`config.mk`:
```
export PLATFORM = sky130hd
export DESIGN_NAME = trapdoor_cfg
export DESIGN_NICKNAME = d
export VERILOG_FILES = /design/src/rtl/trapdoor_pkg.sv /design/src/rtl/td_sync.sv /design/src/rtl/td_seq_detect.sv /design/src/rtl/td_reg_bank.sv /design/src/rtl/trapdoor_cfg.sv
export SDC_FILE = /design/constraint.sdc
export NUM_CORES = 1
export LEC_CHECK = 0
export ABC_AREA = 0
export BUFFER_PORTS_ARGS = -buffer_cell sky130_fd_sc_hd__buf_2
export CORE_AREA = 8 8 105 107
export DETAILED_ROUTE_END_ITERATION = 8
export DIE_AREA = 0 0 113 115
export PLACE_DENSITY = 0.51
export SLEW_MARGIN = 40
export SYNTH_ARGS = -nofsm -noshare
export SYNTH_HDL_FRONTEND = slang
export SYNTH_HIERARCHICAL = 1
export SYNTH_SLANG_ARGS = --single-unit
export TNS_END_PERCENT = 10
```
`constraint.sdc`:
```
create_clock -name clk -period 2.4 [get_ports clk]
set_clock_uncertainty 0.15 [all_clocks]
set_input_delay 0.36 -clock clk [delete_from_list [all_inputs] [get_ports clk]]
set_output_delay 0.36 -clock clk [all_outputs]
set_load 0.02 [all_outputs]
```
`src/rtl/trapdoor_pkg.sv`:
```
package trapdoor_pkg;
  localparam int OFF_W = 3;

  typedef enum logic [1:0] {
    SQ_IDLE = 2'd0,
    SQ_RD1  = 2'd1,
    SQ_RD2  = 2'd2,
    SQ_OPEN = 2'd3
  } sq_state_t;

  localparam logic [OFF_W-1:0] OFF_RDT   = 3'd0;
  localparam logic [OFF_W-1:0] OFF_KEYRD = 3'd1;
  localparam logic [OFF_W-1:0] OFF_WRT   = 3'd1;
  localparam logic [OFF_W-1:0] OFF_KEYWR = 3'd2;
  localparam logic [OFF_W-1:0] OFF_CTL   = 3'd3;
  localparam logic [OFF_W-1:0] OFF_STRAP = 3'd5;
  localparam logic [OFF_W-1:0] OFF_MISC  = 3'd6;

  localparam logic [7:0] KEY_OPEN  = 8'h03;
  localparam logic [7:0] KEY_LOCK  = 8'h83;
  localparam logic [7:0] KEY_STRAP = 8'hFF;
endpackage

```
`src/rtl/td_sync.sv`:
```
module td_sync #(
  parameter int STAGES = 2
) (
  input  logic clk,
  input  logic arst_n,
  input  logic d,
  output logic q
);
  logic [STAGES-1:0] sh_q;
  logic [STAGES-1:0] sh_d;

  generate
    if (STAGES == 1) begin : g_one
      always_comb sh_d = d;
    end else begin : g_many
      always_comb sh_d = {sh_q[STAGES-2:0], d};
    end
  endgenerate

  always_ff @(posedge clk or negedge arst_n) begin
    if (!arst_n) sh_q <= '0;
    else         sh_q <= sh_d;
  end

  assign q = sh_q[STAGES-1];
endmodule

```
`src/rtl/td_seq_detect.sv`:
```
module td_seq_detect
  import trapdoor_pkg::*;
(
  input  logic             clk,
  input  logic             rst_n,
  input  logic             acc_vld,
  input  logic             acc_wr,
  input  logic             acc_wide,
  input  logic [OFF_W-1:0] acc_off,
  input  logic [7:0]       acc_wdata,
  output logic             cfg_open,
  output logic             unlock_hit
);
  sq_state_t st_q, st_d;
  logic      is_key_rd, is_open_wr, is_lock_wr, byte_wr;

  always_comb begin
    byte_wr    = acc_vld && acc_wr && !acc_wide;
    is_key_rd  = acc_vld && !acc_wr && acc_wide && (acc_off == OFF_KEYRD);
    is_open_wr = byte_wr && (acc_off == OFF_KEYWR) && (acc_wdata == KEY_OPEN);
    is_lock_wr = byte_wr && (acc_off == OFF_KEYWR) && (acc_wdata == KEY_LOCK);
  end

  always_comb begin
    st_d = st_q;
    unique case (st_q)
      SQ_IDLE: if (acc_vld) st_d = is_key_rd  ? SQ_RD1  : SQ_IDLE;
      SQ_RD1:  if (acc_vld) st_d = is_key_rd  ? SQ_RD2  : SQ_IDLE;
      SQ_RD2:  if (acc_vld) st_d = is_open_wr ? SQ_OPEN : SQ_IDLE;
      SQ_OPEN: if (is_lock_wr) st_d = SQ_IDLE;
      default: st_d = SQ_IDLE;
    endcase
  end

  always_ff @(posedge clk or negedge rst_n) begin
    if (!rst_n) st_q <= SQ_IDLE;
    else        st_q <= st_d;
  end

  assign cfg_open   = (st_q == SQ_OPEN);
  assign unlock_hit = (st_q == SQ_RD2) && is_open_wr;
endmodule

```
`src/rtl/td_reg_bank.sv`:
```
module td_reg_bank
  import trapdoor_pkg::*;
#(
  parameter int         NDEV     = 2,
  parameter logic [7:0] DEF_TIM  = 8'h6B,
  parameter logic [7:0] DEF_CTRL = 8'h00,
  parameter logic [7:0] DEF_MISC = 8'h00,
  localparam int        SEL_W    = (NDEV > 1) ? $clog2(NDEV) : 1
) (
  input  logic                  clk,
  input  logic                  rst_n,
  input  logic                  cfg_open,
  input  logic                  acc_vld,
  input  logic                  acc_wr,
  input  logic                  acc_wide,
  input  logic [OFF_W-1:0]      acc_off,
  input  logic [7:0]            acc_wdata,
  input  logic                  strap_bit,
  output logic [NDEV-1:0][7:0]  rd_tim,
  output logic [NDEV-1:0][7:0]  wr_tim,
  output logic [7:0]            ctrl_q,
  output logic [7:0]            misc_q,
  output logic [15:0]           cfg_rdata
);
  logic             bwr, wrd;
  logic [SEL_W-1:0] dev_sel;
  logic             ctl_en, misc_en, arm_en;
  logic             arm_q, arm_d;

  always_comb begin
    bwr     = cfg_open && acc_vld && acc_wr && !acc_wide;
    wrd     = cfg_open && acc_vld && !acc_wr && acc_wide;
    dev_sel = misc_q[SEL_W-1:0];
    ctl_en  = bwr && (acc_off == OFF_CTL);
    misc_en = bwr && (acc_off == OFF_MISC);
    arm_en  = !cfg_open || (bwr && (acc_off == OFF_STRAP));
    arm_d   = cfg_open && (acc_wdata == KEY_STRAP);
  end

  generate
    for (genvar d = 0; d < NDEV; d++) begin : g_dev
      logic rd_en, wr_en;
      always_comb begin
        rd_en = bwr && (acc_off == OFF_RDT) && (dev_sel == SEL_W'(d));
        wr_en = bwr && (acc_off == OFF_WRT) && (dev_sel == SEL_W'(d));
      end
      always_ff @(posedge clk or negedge rst_n) begin
        if (!rst_n) begin
          rd_tim[d] <= DEF_TIM;
          wr_tim[d] <= DEF_TIM;
        end else begin
          if (rd_en) rd_tim[d] <= acc_wdata;
          if (wr_en) wr_tim[d] <= acc_wdata;
        end
      end
    end
  endgenerate

  always_ff @(posedge clk or negedge rst_n) begin
    if (!rst_n) begin
      ctrl_q <= DEF_CTRL;
      misc_q <= DEF_MISC;
      arm_q  <= 1'b0;
    end else begin
      if (ctl_en)  ctrl_q <= acc_wdata;
      if (misc_en) misc_q <= acc_wdata;
      if (arm_en)  arm_q  <= arm_d;
    end
  end

  always_comb begin
    cfg_rdata = '0;
    if (wrd && (acc_off == OFF_STRAP) && arm_q) cfg_rdata[0] = strap_bit;
  end
endmodule

```
`src/rtl/trapdoor_cfg.sv`:
```
module trapdoor_cfg
  import trapdoor_pkg::*;
#(
  parameter logic [7:0] DEF_TIM   = 8'h6B,
  parameter logic [1:0] DEF_SETUP = 2'd3,
  parameter logic [7:0] OVR_CODE  = 8'h85,
  parameter int         SYNC_LEN  = 2
) (
  input  logic        clk,
  input  logic        rst_n,
  input  logic        strap_pin,
  input  logic        acc_vld,
  input  logic        acc_wr,
  input  logic        acc_wide,
  input  logic [2:0]  acc_off,
  input  logic [7:0]  acc_wdata,
  output logic        tf_pass,
  output logic        cfg_open,
  output logic [15:0] cfg_rdata,
  output logic [7:0]  ctrl_reg,
  output logic [7:0]  misc_reg,
  output logic [7:0]  dev0_rd_tim,
  output logic [7:0]  dev0_wr_tim,
  output logic [7:0]  dev1_rd_tim,
  output logic [7:0]  dev1_wr_tim,
  output logic [1:0]  addr_setup
);
  localparam int NDEV = 2;

  logic                 rst_int_n;
  logic                 strap_s;
  logic                 unlock_hit;
  logic                 ovr;
  logic [NDEV-1:0][7:0] rd_tim, wr_tim;

  td_sync #(.STAGES(SYNC_LEN)) u_rst_sync (
    .clk(clk), .arst_n(rst_n), .d(1'b1), .q(rst_int_n)
  );

  td_sync #(.STAGES(SYNC_LEN)) u_strap_sync (
    .clk(clk), .arst_n(rst_int_n), .d(strap_pin), .q(strap_s)
  );

  td_seq_detect u_seq (
    .clk(clk), .rst_n(rst_int_n),
    .acc_vld(acc_vld), .acc_wr(acc_wr), .acc_wide(acc_wide),
    .acc_off(acc_off), .acc_wdata(acc_wdata),
    .cfg_open(cfg_open), .unlock_hit(unlock_hit)
  );

  td_reg_bank #(.NDEV(NDEV), .DEF_TIM(DEF_TIM)) u_bank (
    .clk(clk), .rst_n(rst_int_n), .cfg_open(cfg_open),
    .acc_vld(acc_vld), .acc_wr(acc_wr), .acc_wide(acc_wide),
    .acc_off(acc_off), .acc_wdata(acc_wdata), .strap_bit(strap_s),
    .rd_tim(rd_tim), .wr_tim(wr_tim),
    .ctrl_q(ctrl_reg), .misc_q(misc_reg), .cfg_rdata(cfg_rdata)
  );

  always_comb begin
    tf_pass     = acc_vld && !(cfg_open || unlock_hit);
    ovr         = (ctrl_reg == OVR_CODE);
    dev0_rd_tim = ovr ? rd_tim[0] : DEF_TIM;
    dev0_wr_tim = ovr ? wr_tim[0] : DEF_TIM;
    dev1_rd_tim = ovr ? rd_tim[1] : DEF_TIM;
    dev1_wr_tim = ovr ? wr_tim[1] : DEF_TIM;
    addr_setup  = ovr ? misc_reg[5:4] : DEF_SETUP;
  end
endmodule

```
==> metrics.csv <==
stage;metric;value;unit
status;status;complete, but fails checks;
status;failing checks;setup timing;
routing;Remaining DRCs;0;
floorplanning;Row Count;36;
final_layout;ant diodes;0;
routing;Routed Wire Length;7.78;mm
logic_synthesis;synth unique cells;36;
sta;Max Slew Vio Count;0;
clocking;Post-CTS Setup Inserts;0;
logic_synthesis;Synth Cell Area;2720;sq um
floorplanning;die width;113;microns
pwr;sequential share of power;54.0;%
global_route;first-pass GRT wire length;12.4;mm
logic_synthesis;Syn Inst Count;208;
setup_path;crit end category;output pin;
floorplanning;Top Ports;85;
placed_design;setup slack at placement;0.181;ns
clocking;clock buffer depth;2;
logic_synthesis;post-synthesis average cell area;13.1;sq um
setup_path;R2R Path Start;u_seq/st_q[1]$_DFFE_PN0P_;
clocking;CTS tree;yes;
setup_path;critical path required time;1.89;ns
routing;vias;1983;
routing;drt pass-1 iters;4;
final_layout;filler cell count;966;
sta;final setup TNS;-0.0857;ns
floorplanning;chip height;115;microns
logic_synthesis;Synth warnings;6;
floorplanning;core area;9460;sq um
setup_path;kind of critical path;flop to output pin;
clocking;TritonCTS Buffers;5;
routing;DR iter-0 viols;125;
routing;wire per inst;18.7;microns
pwr;Pint;1.34;mW
routing;mean number of vias per cell;4.77;
floorplanning;starting density of the core;28.7;%
final_layout;commonest non-fill, non-tap cell in the layout;buf_2;
clocking;Num Clock Sinks;55;
sta;count of final setup violators;7;
sta;Final Hold Viols;0;
placed_design;Port Buf Inserts;69;
sta;RSZ-0062 raised after global routing;true;
floorplanning;Die ar.;13000;sq um
pwr;Max rail drop VDD;0.264;mV
final_layout;post-route cell area;3490;sq um
final_layout;most frequent cells in the layout;65 x buf_2, 48 x mux2_2, 31 x dfrtp_1;
pwr;combinational fraction of design power;6.8;%
logic_synthesis;FF+latch count, synth;55;
placed_design;RePlAce Congestion;0.745;
sta;Final WS setup;-0.0257;ns
setup_path;Critical Path Source Type;flop;
global_route;largest net degree at the start of global routing;54;
logic_synthesis;Most used DFF post-synth;dfrtp_1;
placed_design;Final HPWL DP;5.51;mm
placed_design;Post-DP Area;3270;sq um
setup_path;reg-to-reg setup timing slack;0.26;ns
sta;Max Freq;412;MHz
sta;crit path time final;2.43;ns
global_route;total track usage;12.3;%
global_route;gr ovfl total;0;
setup_path;crit path max fanout;6;
final_layout;P&R area growth vs syn;28.7;%
logic_synthesis;async set or reset register ratio after synthesis;100;%
global_route;vias in the first global route;2122;
final_layout;fin nets;318;
pwr;Net Sw Frac;22.4;%
setup_path;Worst EP arrival;1.92;ns
hold_path;class of the worst hold path;flop to asynchronous set/reset pin;
clocking;Worst-Skew Late Latency;0.31;ns
global_route;antenna violations before repair;0;
sta;fin crit share;101;%
setup_path;Reg2Reg Depth;5;
logic_synthesis;EDFF count, synth;0;
logic_synthesis;sequential-to-total area share from yosys stat;51.6;%
setup_path;reg2reg end;u_bank/rd_tim[5]$_DFFE_PN1P_;
clocking;CTS root buf;clkbuf_8;
clocking;CTS H-tree depth;2;
flow_run;number of max-cap violations;0;
routing;Post-DRT Antenna Nets;0;
pwr;Sw Pwr;0.387;mW
pwr;Clock Power Share;39.2;%
final_layout;fraction of layout cells with a size suffix above 1;60.9;%
pwr;Cell Pwr Density;494;nW/um^2
clocking;Reg clk slew, reported paths;0.10;ns
pwr;Leak;1.69;nW
[power groups by stage]
stage | Sequential [mW] | Combinational (mW) | Clock, mW
finish | 0.933 | 0.117 | 0.676
floorplan | 0.961 | 0.0570 | 0
CTS | 0.934 | 0.119 | 0.700
global route | 0.934 | 0.130 | 0.735
detailed placement | 0.950 | 0.116 | 0
global placement | 0.950 | 0.117 | 0
[timing repair]
item | CTS | global route
gates cloned | 2 | 0
hold buffers | 2 | 0
endpoints found under the setup margin | 22 | 22
resized for setup | 14 | 3
pin swaps | 1 | 0
endpoints found under the hold margin | 3 | 0
[state kept, by name, indices dropped and copies added, names as in the netlist]
signal	flops
u_bank/misc_q	8
u_seq/st_q	2
u_rst_sync/sh_q	2
u_bank/arm_q	1
u_bank/ctrl_q	8
u_bank/rd_tim	16
u_bank/wr_tim	16
u_strap_sync/sh_q	2
[per-layer routing]
layer,vias up,track usage [%],share of wire [%]
li1,919,-,-
met1,1007,15.5,44
met2,50,20.4,50
met3,7,2.99,5.2
met4,0,3.64,1.2
met5,-,0,0
[synth_stat cells (2+ instances only)]
cell	number	share of area [%]
dfstp_2	20	19
nor4b_4	2	1.8
nor4_4	2	1.6
mux2_2	48	20
nor2_1	5	0.69
nor4b_1	2	0.64
nor4bb_1	2	0.74
and3_1	14	3.2
dfrtp_1	35	32
or4_1	2	0.55
nand4_1	4	0.92
or3_2	2	0.55
nor3_2	2	0.74
nand3b_1	2	0.55
clkbuf_1	4	0.55
buf_4	15	4.1
conb_1	2	0.28
inv_1	2	0.28
buf_6	2	0.83
nand2_1	6	0.83
or3_1	20	4.6
[kinds of logic after synthesis]
group                  Yosys count  synth area share, %
muxes                           49                 20.3
other                            2                0.276
buffers and inverters           24                 5.99
and+or+nand+nor                 74                 20.9
DFF                             55                 51.6
AOI/OAI and AO/OA                4                0.967
[stage by stage]
step / util [%] / hold slack (ns) / power [mW] / cells
final: 36.9 / 0.108 / 1.73 / 416
after global routing: 36.9 / 0.159 / 1.80 / 416
after CTS: 36.9 / 0.128 / 1.75 / 416
after detailed placement: 34.6 / -0.000793 / 1.07 / 404
after global placement: 34.6 / -0.00413 / 1.07 / 404
after floorplan: - / -0.0856 / 1.02 / 222
[critical path, cell delays in order, from the launching register on]
cell and delay (ns):
dfrtp_2 0.47, or4b_4 0.62, or3_1 0.35, buf_2 0.17
[how the worst max path moves through the flow]
stage	endpoint	cells past startpoint	slack, ns	startpoint
2_1_floorplan	cfg_rdata[0]	3	0.27	u_seq/st_q[1]$_DFFE_PN0P_
3_3_place_gp	tf_pass	6	0.19	acc_wdata[3]
3_5_place_dp	tf_pass	6	0.18	acc_off[2]
4_1_cts	dev0_wr_tim[3]	3	-0.05	u_bank/ctrl_q[5]$_DFFE_PN0P_
5_1_grt	dev0_rd_tim[5]	3	-0.09	u_bank/ctrl_q[5]$_DFFE_PN0P_
6_report	dev0_wr_tim[3]	3	-0.03	u_bank/ctrl_q[5]$_DFFE_PN0P_
[layout make-up]
class | count | area (sq um) | area share [%]
inverters | 2 | 7.51 | 0.215
well taps | 114 | 143 | 4.08
clock inverters | 1 | 30.0 | 0.859
multi-input cells | 145 | 1250 | 35.8
repair buffers | 92 | 561 | 16.0
clock buffers | 7 | 97.6 | 2.79
flip-flops and latches | 55 | 1410 | 40.2
Power figures use the tool's default switching activity.
